## src/rtl/pbs_pkg.sv

```systemverilog
// Shared state encoding for the bring-up sequencer.
// Assumes: each state performs at most one output step.
package pbs_pkg;

    typedef enum logic [4:0] {
        ST_IDLE,
        ST_PIN_ASSERT,
        ST_CTRL_ASSERT,
        ST_PWR_ON,
        ST_PWR_WAIT,
        ST_CTRL_RELEASE,
        ST_PIN_RELEASE,
        ST_AUX_ON,
        ST_HOLD_SET,
        ST_PWRUP_RELEASE,
        ST_PHY_KICK,
        ST_PHY_WAIT,
        ST_AUX_OFF,
        ST_HOLD_CLEAR,
        ST_AUX_RESTORE,
        ST_DEVTYPE,
        ST_READY,
        ST_SD_PIN,
        ST_SD_CTRL
    } pbs_state_e;

    // True for every state in which a sequence is in flight.
    function automatic logic pbs_is_busy(pbs_state_e s);
        return (s != ST_IDLE) && (s != ST_READY);
    endfunction

endpackage

```

## src/rtl/pbs_ms_timer.sv

```systemverilog
// Millisecond settling timer.
// Derives a 1 ms tick from CLK_HZ and counts WAIT_MS ticks after start_i.
// Assumes: CLK_HZ >= 1000 (smaller values round to one cycle per tick) and WAIT_MS >= 1.
// expired_o stays high from expiry until the next start_i.
module pbs_ms_timer #(
    parameter int unsigned CLK_HZ  = 100_000_000,
    parameter int unsigned WAIT_MS = 100
) (
    input  logic clk,
    input  logic rst_n,
    input  logic start_i,
    output logic expired_o
);
    localparam int unsigned TICKS_PER_MS = (CLK_HZ / 1000 < 1) ? 1 : CLK_HZ / 1000;
    localparam int unsigned PRE_W        = $clog2(TICKS_PER_MS + 1);
    localparam int unsigned MS_W         = $clog2(WAIT_MS + 1);

    logic [PRE_W-1:0] pre_cnt;
    logic [MS_W-1:0]  ms_cnt;
    logic             running;
    logic             expired;

    // Prescaler and millisecond counter; restarts on every start_i.
    always_ff @(posedge clk) begin
        if (!rst_n) begin
            pre_cnt <= '0;
            ms_cnt  <= '0;
            running <= 1'b0;
            expired <= 1'b0;
        end else if (start_i) begin
            pre_cnt <= '0;
            ms_cnt  <= '0;
            running <= 1'b1;
            expired <= 1'b0;
        end else if (running) begin
            if (pre_cnt == PRE_W'(TICKS_PER_MS - 1)) begin
                pre_cnt <= '0;
                ms_cnt  <= ms_cnt + 1'b1;
                if (ms_cnt == MS_W'(WAIT_MS - 1)) begin
                    running <= 1'b0;
                    expired <= 1'b1;
                end
            end else begin
                pre_cnt <= pre_cnt + 1'b1;
            end
        end
    end

    assign expired_o = expired;

endmodule

```

## src/rtl/pbs_step_fsm.sv

```systemverilog
// Step sequencer: walks the bring-up and shutdown orderings.
// Assumes: shutdown_i has priority over everything; start_i is honoured
// only in ST_IDLE or ST_READY.
module pbs_step_fsm
    import pbs_pkg::*;
(
    input  logic       clk,
    input  logic       rst_n,
    input  logic       start_i,
    input  logic       shutdown_i,
    input  logic       wait_done_i,
    input  logic       phy_done_i,
    output pbs_state_e state_o
);
    pbs_state_e state_q;
    pbs_state_e state_d;

    // Next-state selection, one output step per state.
    always_comb begin
        state_d = state_q;
        unique case (state_q)
            ST_IDLE, ST_READY: if (start_i) state_d = ST_PIN_ASSERT;
            ST_PIN_ASSERT:     state_d = ST_CTRL_ASSERT;
            ST_CTRL_ASSERT:    state_d = ST_PWR_ON;
            ST_PWR_ON:         state_d = ST_PWR_WAIT;
            ST_PWR_WAIT:       if (wait_done_i) state_d = ST_CTRL_RELEASE;
            ST_CTRL_RELEASE:   state_d = ST_PIN_RELEASE;
            ST_PIN_RELEASE:    state_d = ST_AUX_ON;
            ST_AUX_ON:         state_d = ST_HOLD_SET;
            ST_HOLD_SET:       state_d = ST_PWRUP_RELEASE;
            ST_PWRUP_RELEASE:  state_d = ST_PHY_KICK;
            ST_PHY_KICK:       state_d = ST_PHY_WAIT;
            ST_PHY_WAIT:       if (phy_done_i) state_d = ST_AUX_OFF;
            ST_AUX_OFF:        state_d = ST_HOLD_CLEAR;
            ST_HOLD_CLEAR:     state_d = ST_AUX_RESTORE;
            ST_AUX_RESTORE:    state_d = ST_DEVTYPE;
            ST_DEVTYPE:        state_d = ST_READY;
            ST_SD_PIN:         state_d = ST_SD_CTRL;
            ST_SD_CTRL:        state_d = ST_IDLE;
            default:           state_d = ST_IDLE;
        endcase
        if (shutdown_i && (state_q != ST_SD_PIN) && (state_q != ST_SD_CTRL))
            state_d = ST_SD_PIN;
    end

    // State register.
    always_ff @(posedge clk) begin
        if (!rst_n) state_q <= ST_IDLE;
        else        state_q <= state_d;
    end

    assign state_o = state_q;

endmodule

```

## src/rtl/pbs_out_regs.sv

```systemverilog
// Output register bank: applies the single action owned by the current
// state, so every output change lands on the edge that leaves that state.
// Assumes: reset values are the safe, fully-held state.
module pbs_out_regs
    import pbs_pkg::*;
#(
    parameter int unsigned DEV_TYPE_W  = 4,
    parameter int unsigned DEV_TYPE_RC = 4
) (
    input  logic                  clk,
    input  logic                  rst_n,
    input  pbs_state_e            state_i,
    output logic                  perst_pin_n_o,
    output logic                  ctrl_perst_n_o,
    output logic                  slot_pwr_en_o,
    output logic                  aux_clk_en_o,
    output logic                  hold_phy_rst_o,
    output logic                  pwrup_rst_n_o,
    output logic [DEV_TYPE_W-1:0] dev_type_o,
    output logic                  phy_kick_o,
    output logic                  busy_o,
    output logic                  done_o
);
    // Per-state output action.
    always_ff @(posedge clk) begin
        if (!rst_n) begin
            perst_pin_n_o  <= 1'b0;
            ctrl_perst_n_o <= 1'b0;
            slot_pwr_en_o  <= 1'b0;
            aux_clk_en_o   <= 1'b0;
            hold_phy_rst_o <= 1'b0;
            pwrup_rst_n_o  <= 1'b0;
            dev_type_o     <= '0;
        end else begin
            unique case (state_i)
                ST_PIN_ASSERT, ST_SD_PIN:   perst_pin_n_o  <= 1'b0;
                ST_CTRL_ASSERT, ST_SD_CTRL: ctrl_perst_n_o <= 1'b0;
                ST_PWR_ON:                  slot_pwr_en_o  <= 1'b1;
                ST_CTRL_RELEASE:            ctrl_perst_n_o <= 1'b1;
                ST_PIN_RELEASE:             perst_pin_n_o  <= 1'b1;
                ST_AUX_ON, ST_AUX_RESTORE:  aux_clk_en_o   <= 1'b1;
                ST_HOLD_SET:                hold_phy_rst_o <= 1'b1;
                ST_PWRUP_RELEASE:           pwrup_rst_n_o  <= 1'b1;
                ST_AUX_OFF:                 aux_clk_en_o   <= 1'b0;
                ST_HOLD_CLEAR:              hold_phy_rst_o <= 1'b0;
                ST_DEVTYPE:                 dev_type_o     <= DEV_TYPE_W'(DEV_TYPE_RC);
                default: ;
            endcase
        end
    end

    // Status decoded straight from the state register.
    assign phy_kick_o = (state_i == ST_PHY_KICK);
    assign busy_o     = pbs_is_busy(state_i);
    assign done_o     = (state_i == ST_READY);

endmodule

```

## src/rtl/pcie_bringup_seq.sv

```systemverilog
// PCIe root-port power and reset bring-up sequencer (top).
// Joins the step FSM, the settling timer and the output register bank.
// Assumes: phy_init_done_i is a strobe or level from the PHY-programming
// engine, sampled only while waiting for it.
module pcie_bringup_seq
    import pbs_pkg::*;
#(
    parameter int unsigned CLK_HZ      = 100_000_000,
    parameter int unsigned WAIT_MS     = 100,
    parameter int unsigned DEV_TYPE_W  = 4,
    parameter int unsigned DEV_TYPE_RC = 4
) (
    input  logic                  clk,
    input  logic                  rst_n,
    input  logic                  start_i,
    input  logic                  shutdown_i,
    input  logic                  phy_init_done_i,
    output logic                  perst_pin_n_o,
    output logic                  ctrl_perst_n_o,
    output logic                  slot_pwr_en_o,
    output logic                  aux_clk_en_o,
    output logic                  hold_phy_rst_o,
    output logic                  pwrup_rst_n_o,
    output logic [DEV_TYPE_W-1:0] dev_type_o,
    output logic                  phy_init_start_o,
    output logic                  busy_o,
    output logic                  done_o
);
    localparam int unsigned TICKS_PER_MS = (CLK_HZ / 1000 < 1) ? 1 : CLK_HZ / 1000;
    localparam int unsigned WAIT_CYC     = TICKS_PER_MS * WAIT_MS;

    pbs_state_e state;
    logic       wait_done;
    logic       timer_start;

    // The timer starts on the cycle that switches slot power on.
    assign timer_start = (state == ST_PWR_ON);

    pbs_step_fsm u_fsm (
        .clk         (clk),
        .rst_n       (rst_n),
        .start_i     (start_i),
        .shutdown_i  (shutdown_i),
        .wait_done_i (wait_done),
        .phy_done_i  (phy_init_done_i),
        .state_o     (state)
    );

    pbs_ms_timer #(
        .CLK_HZ  (CLK_HZ),
        .WAIT_MS (WAIT_MS)
    ) u_timer (
        .clk       (clk),
        .rst_n     (rst_n),
        .start_i   (timer_start),
        .expired_o (wait_done)
    );

    pbs_out_regs #(
        .DEV_TYPE_W  (DEV_TYPE_W),
        .DEV_TYPE_RC (DEV_TYPE_RC)
    ) u_out (
        .clk            (clk),
        .rst_n          (rst_n),
        .state_i        (state),
        .perst_pin_n_o  (perst_pin_n_o),
        .ctrl_perst_n_o (ctrl_perst_n_o),
        .slot_pwr_en_o  (slot_pwr_en_o),
        .aux_clk_en_o   (aux_clk_en_o),
        .hold_phy_rst_o (hold_phy_rst_o),
        .pwrup_rst_n_o  (pwrup_rst_n_o),
        .dev_type_o     (dev_type_o),
        .phy_kick_o     (phy_init_start_o),
        .busy_o         (busy_o),
        .done_o         (done_o)
    );

endmodule

```

## config.mk

```make
export PLATFORM = sky130hd
export DESIGN_NAME = pcie_bringup_seq
export DESIGN_NICKNAME = d
export VERILOG_FILES = /design/src/rtl/pbs_pkg.sv /design/src/rtl/pbs_ms_timer.sv /design/src/rtl/pbs_step_fsm.sv /design/src/rtl/pbs_out_regs.sv /design/src/rtl/pcie_bringup_seq.sv
export SDC_FILE = /design/constraint.sdc
export NUM_CORES = 1
export LEC_CHECK = 0
export BUFFER_PORTS_ARGS = -buffer_cell sky130_fd_sc_hd__clkbuf_2
export CAP_MARGIN = 25
export CORE_ASPECT_RATIO = 1.4
export CORE_MARGIN = 2
export CORE_UTILIZATION = 30
export DETAILED_ROUTE_END_ITERATION = 10
export PLACE_DENSITY = 0.57
export SKIP_CTS_REPAIR_TIMING = 1
export SLEW_MARGIN = 15
export SYNTH_ARGS = -nofsm -noshare
export SYNTH_HDL_FRONTEND = slang
export SYNTH_SLANG_ARGS = --single-unit
export TNS_END_PERCENT = 50
```

## constraint.sdc

```tcl
create_clock -name clk -period 2.8 [get_ports clk]
set_input_delay 0.7 -clock clk [delete_from_list [all_inputs] [get_ports clk]]
set_output_delay 0.7 -clock clk [all_outputs]
set_load 0.02 [all_outputs]
```

==> impl_metrics.toml <==
[finish]
fill_cells = 667
multi_input_area_mm2 = 0.00108
final_layout_size_suffix_gt1_share_pct = 11.9
finalNetCount = 251
area_growth_pct = 10.3
num_antenna_cells = 0
seq_area_um2 = 761

[clock_tree]
clkSinkCount = 38
clockBufferDepth = 2
clk_pin_slew_worst_paths_ns = 0.07
cts_max_level = 2
cts-root-buf = "clkbuf_8"
worstSkewPairLatency_ns = 0.28
cts_made_buffers = 5
cts_tree = "yes"

[detailed_routing]
drt_iter0_drc = 64
vias_per_cell = 5.33
wl_per_cell_um = 12.7
totalWireLength_mm = 3.99
first_pass_iters = 4
drc = 0
vias = 1680
ant_nets = 0

[flow_run]
drv_cap = 0

[critical_path]
crit_type = "reg -> out"
slowest_delay_ns = 0.62
required_ns = 2.10
critPathBufInv = 1
r2r-start = "u_timer.pre_cnt[0]"
worstRegToRegCells = 6
worstSetupStartpointType = "register"
rrSetupSlack_ns = 0.72
cpLargestDelayFamily = "flip-flops"
crit_arrival_ns = 1.54
r2r-end = "u_timer.running"
crit_chain = "nand2b_1 -> nor4b_1 -> clkbuf_2"
crit_slowest_cell = "dfxtp_1"
end_kind = "output pin"
path_max_fanout = 14

[floorplanning]
num_rows = 34
dieArea_mm2 = 0.00710
coreArea_mm2 = 0.00621
io_pins = 18
die_h_um = 98.9
die_w_um = 71.8
start_util_pct = 31.1

[yosys]
seq_area_frac_synth_pct = 39.4
syn_avg_cell_area_um2 = 8.29
yosysMostFrequentCell = "dfxtp_1"
syn_area_mm2 = 0.00193
synth_common_cells = "38 x dfxtp_1, 31 x nor2_1, 19 x nand2_1"
ys_ff_latch = 38
synthArstFlopShare_pct = 0
synth_top_flop_cell = "dfxtp_1"
yosysTopAreaCell = "dfxtp_1"
synth_cells = 233
synth_area_leaders = "dfxtp_1 39%, nor2_1 6.0%, xnor2_1 5.9%, nand2_1 3.7%, a21oi_1 2.9%"
synth-edff-count = 0
synth_cell_types = 45
ys_warn_count = 0
netlist.area_leader.share_pct = 39.4

[global_route]
gr-total-overflow = 0
antenna_found_initial = 0
grt_pass1_vias = 1624
grt_first_pass_wirelength_mm = 7.08
grt_max_degree = 18
track_usage_pct = 12.1

[timing]
timing.final.crit_share_pct = 80.1
worst_slack_ns = 0.557
hold_ws_ns = 0.470
max_slew_margin_pct = 59.5
rsz0062_at_grt = "no"
finalCriticalPeriod_ns = 2.24
fin_skew_ns = 0.00325
tightest_slew_ns = 0.603
setup_viol = 0
hold_violations = 0
fmax_mhz = 446
slew_viol_final = 0
finalSetupTns_ns = 0

[power_and_ir_drop]
internal-power_mw = 0.772
comb_power_share_pct = 9.1
pwr-share-clk_pct = 35.7
p_sw_mw = 0.253
ir_drop_uv = 252
swShare_pct = 24.7
p_per_area_mw_per_mm2 = 482
p_leak_nw = 0.710
design_power_total_mw = 1.03
seqPwrFrac_pct = 55.2

[min_path]
min_to = "u_timer.expired_o"
hold_class = "reg -> reg"
hp-start = "u_timer.expired_o"
hold_path_depth = 2

[placement]
placement.io_buffers = 14
gp_congestion = 0.836
preCtsSetupSlack_ns = 0.612
dp_hpwl_mm = 2.86

[outcome]
status = "complete, no violations"
## how the worst max path moves through the flow
stage / from / end / slack (ns) / depth (start not counted)
6_report: u_fsm.state_o[3] / phy_init_start_o / 0.56 / 3
5_1_grt: u_fsm.state_o[3] / phy_init_start_o / 0.37 / 3
4_1_cts: u_fsm.state_o[3] / phy_init_start_o / 0.56 / 3
3_5_place_dp: rst_n / u_timer.pre_cnt[0] / 0.61 / 6
3_3_place_gp: u_timer.pre_cnt[0] / u_timer.pre_cnt[0] / 0.59 / 5
2_1_floorplan: u_fsm.state_o[3] / phy_init_start_o / 0.58 / 3
## final cells by class
cell class / count / area share, %
clock buffers: 6 / 3.88
inverters: 6 / 1.06
multi-input cells: 176 / 50.6
flip-flops and latches: 38 / 35.7
well taps: 72 / 4.23
repair buffers: 17 / 4.52
## power by group through the flow
stage / sequential [mW] / combinational [mW] / clock [mW]
6_report: 0.566 / 0.0934 / 0.366
5_1_grt: 0.568 / 0.105 / 0.405
4_1_cts: 0.565 / 0.0942 / 0.381
3_5_place_dp: 0.578 / 0.0936 / 0
3_3_place_gp: 0.578 / 0.0916 / 0
2_1_floorplan: 0.566 / 0.0819 / 0
## metrics by stage
stage | area [um^2] | cells | util, %
2_1_floorplan | 1940 | 235 | -
5_1_grt | 2130 | 315 | 34.3
6_report | 2130 | 315 | 34.3
4_1_cts | 2130 | 315 | 34.3
3_5_place_dp | 2050 | 309 | 33.0
3_3_place_gp | 2040 | 308 | 32.8
## routing by layer
metal	up-vias	track usage [%]	share of wire (%)
met1	777	13.4	43
met3	9	3.58	4.9
met5	-	0	0
met2	47	21.9	51
met4	0	3.48	1.3
li1	847	-	-
## placed cells by master, fill, tap and decap left out, types with 3 or more instances in the layout
master    instances
a21oi_1          11
a31oi_1           5
and3_1            3
clkbuf_2         14
clkbuf_8          6
conb_1            3
dfxtp_1          38
inv_1             6
mux2i_1           3
nand2_1          19
nand3_1           6
nand4_1           6
nor2_1           31
nor2b_1           4
nor3_1            7
nor4_1            7
o21ai_0          10
o31ai_1           5
or3_1             5
or4_1             6
xnor2_1          13
xor2_1            5
## sequential cells by signal, summed over array words and instances (netlist names)
register and flops:
u_timer.pre_cnt 17, u_timer.ms_cnt 7, u_fsm.state_o 5, u_out.aux_clk_en_o 1, u_out.ctrl_perst_n_o 1, u_out.dev_type_o 1, u_out.hold_phy_rst_o 1, u_out.perst_pin_n_o 1
u_out.pwrup_rst_n_o 1, u_out.slot_pwr_en_o 1, u_timer.expired_o 1, u_timer.running 1
## tightest hold or removal path, delay by kind of cell (launching register included)
family	cells	cell delay, ns
flip-flops	1	0.32
AO/OA/AOI/OAI	1	0.06
AND/OR/NAND/NOR	1	0.05
## logic make-up (layout without fill, tap and decap cells)
logic type	count (synthesis)	in the layout	share of synthesized area, %
and+or+nand+nor	110	110	31.8
AOI/OAI and AO/OA	40	40	12.4
DFF	38	38	39.4
buffers and inverters	21	29	5.18
xor gates and xnor gates	18	18	8.17
muxes	3	3	1.56
adders and majority gates	2	2	1.30
other	1	3	0.194
Note: power is estimated with default switching activity, not from simulation.
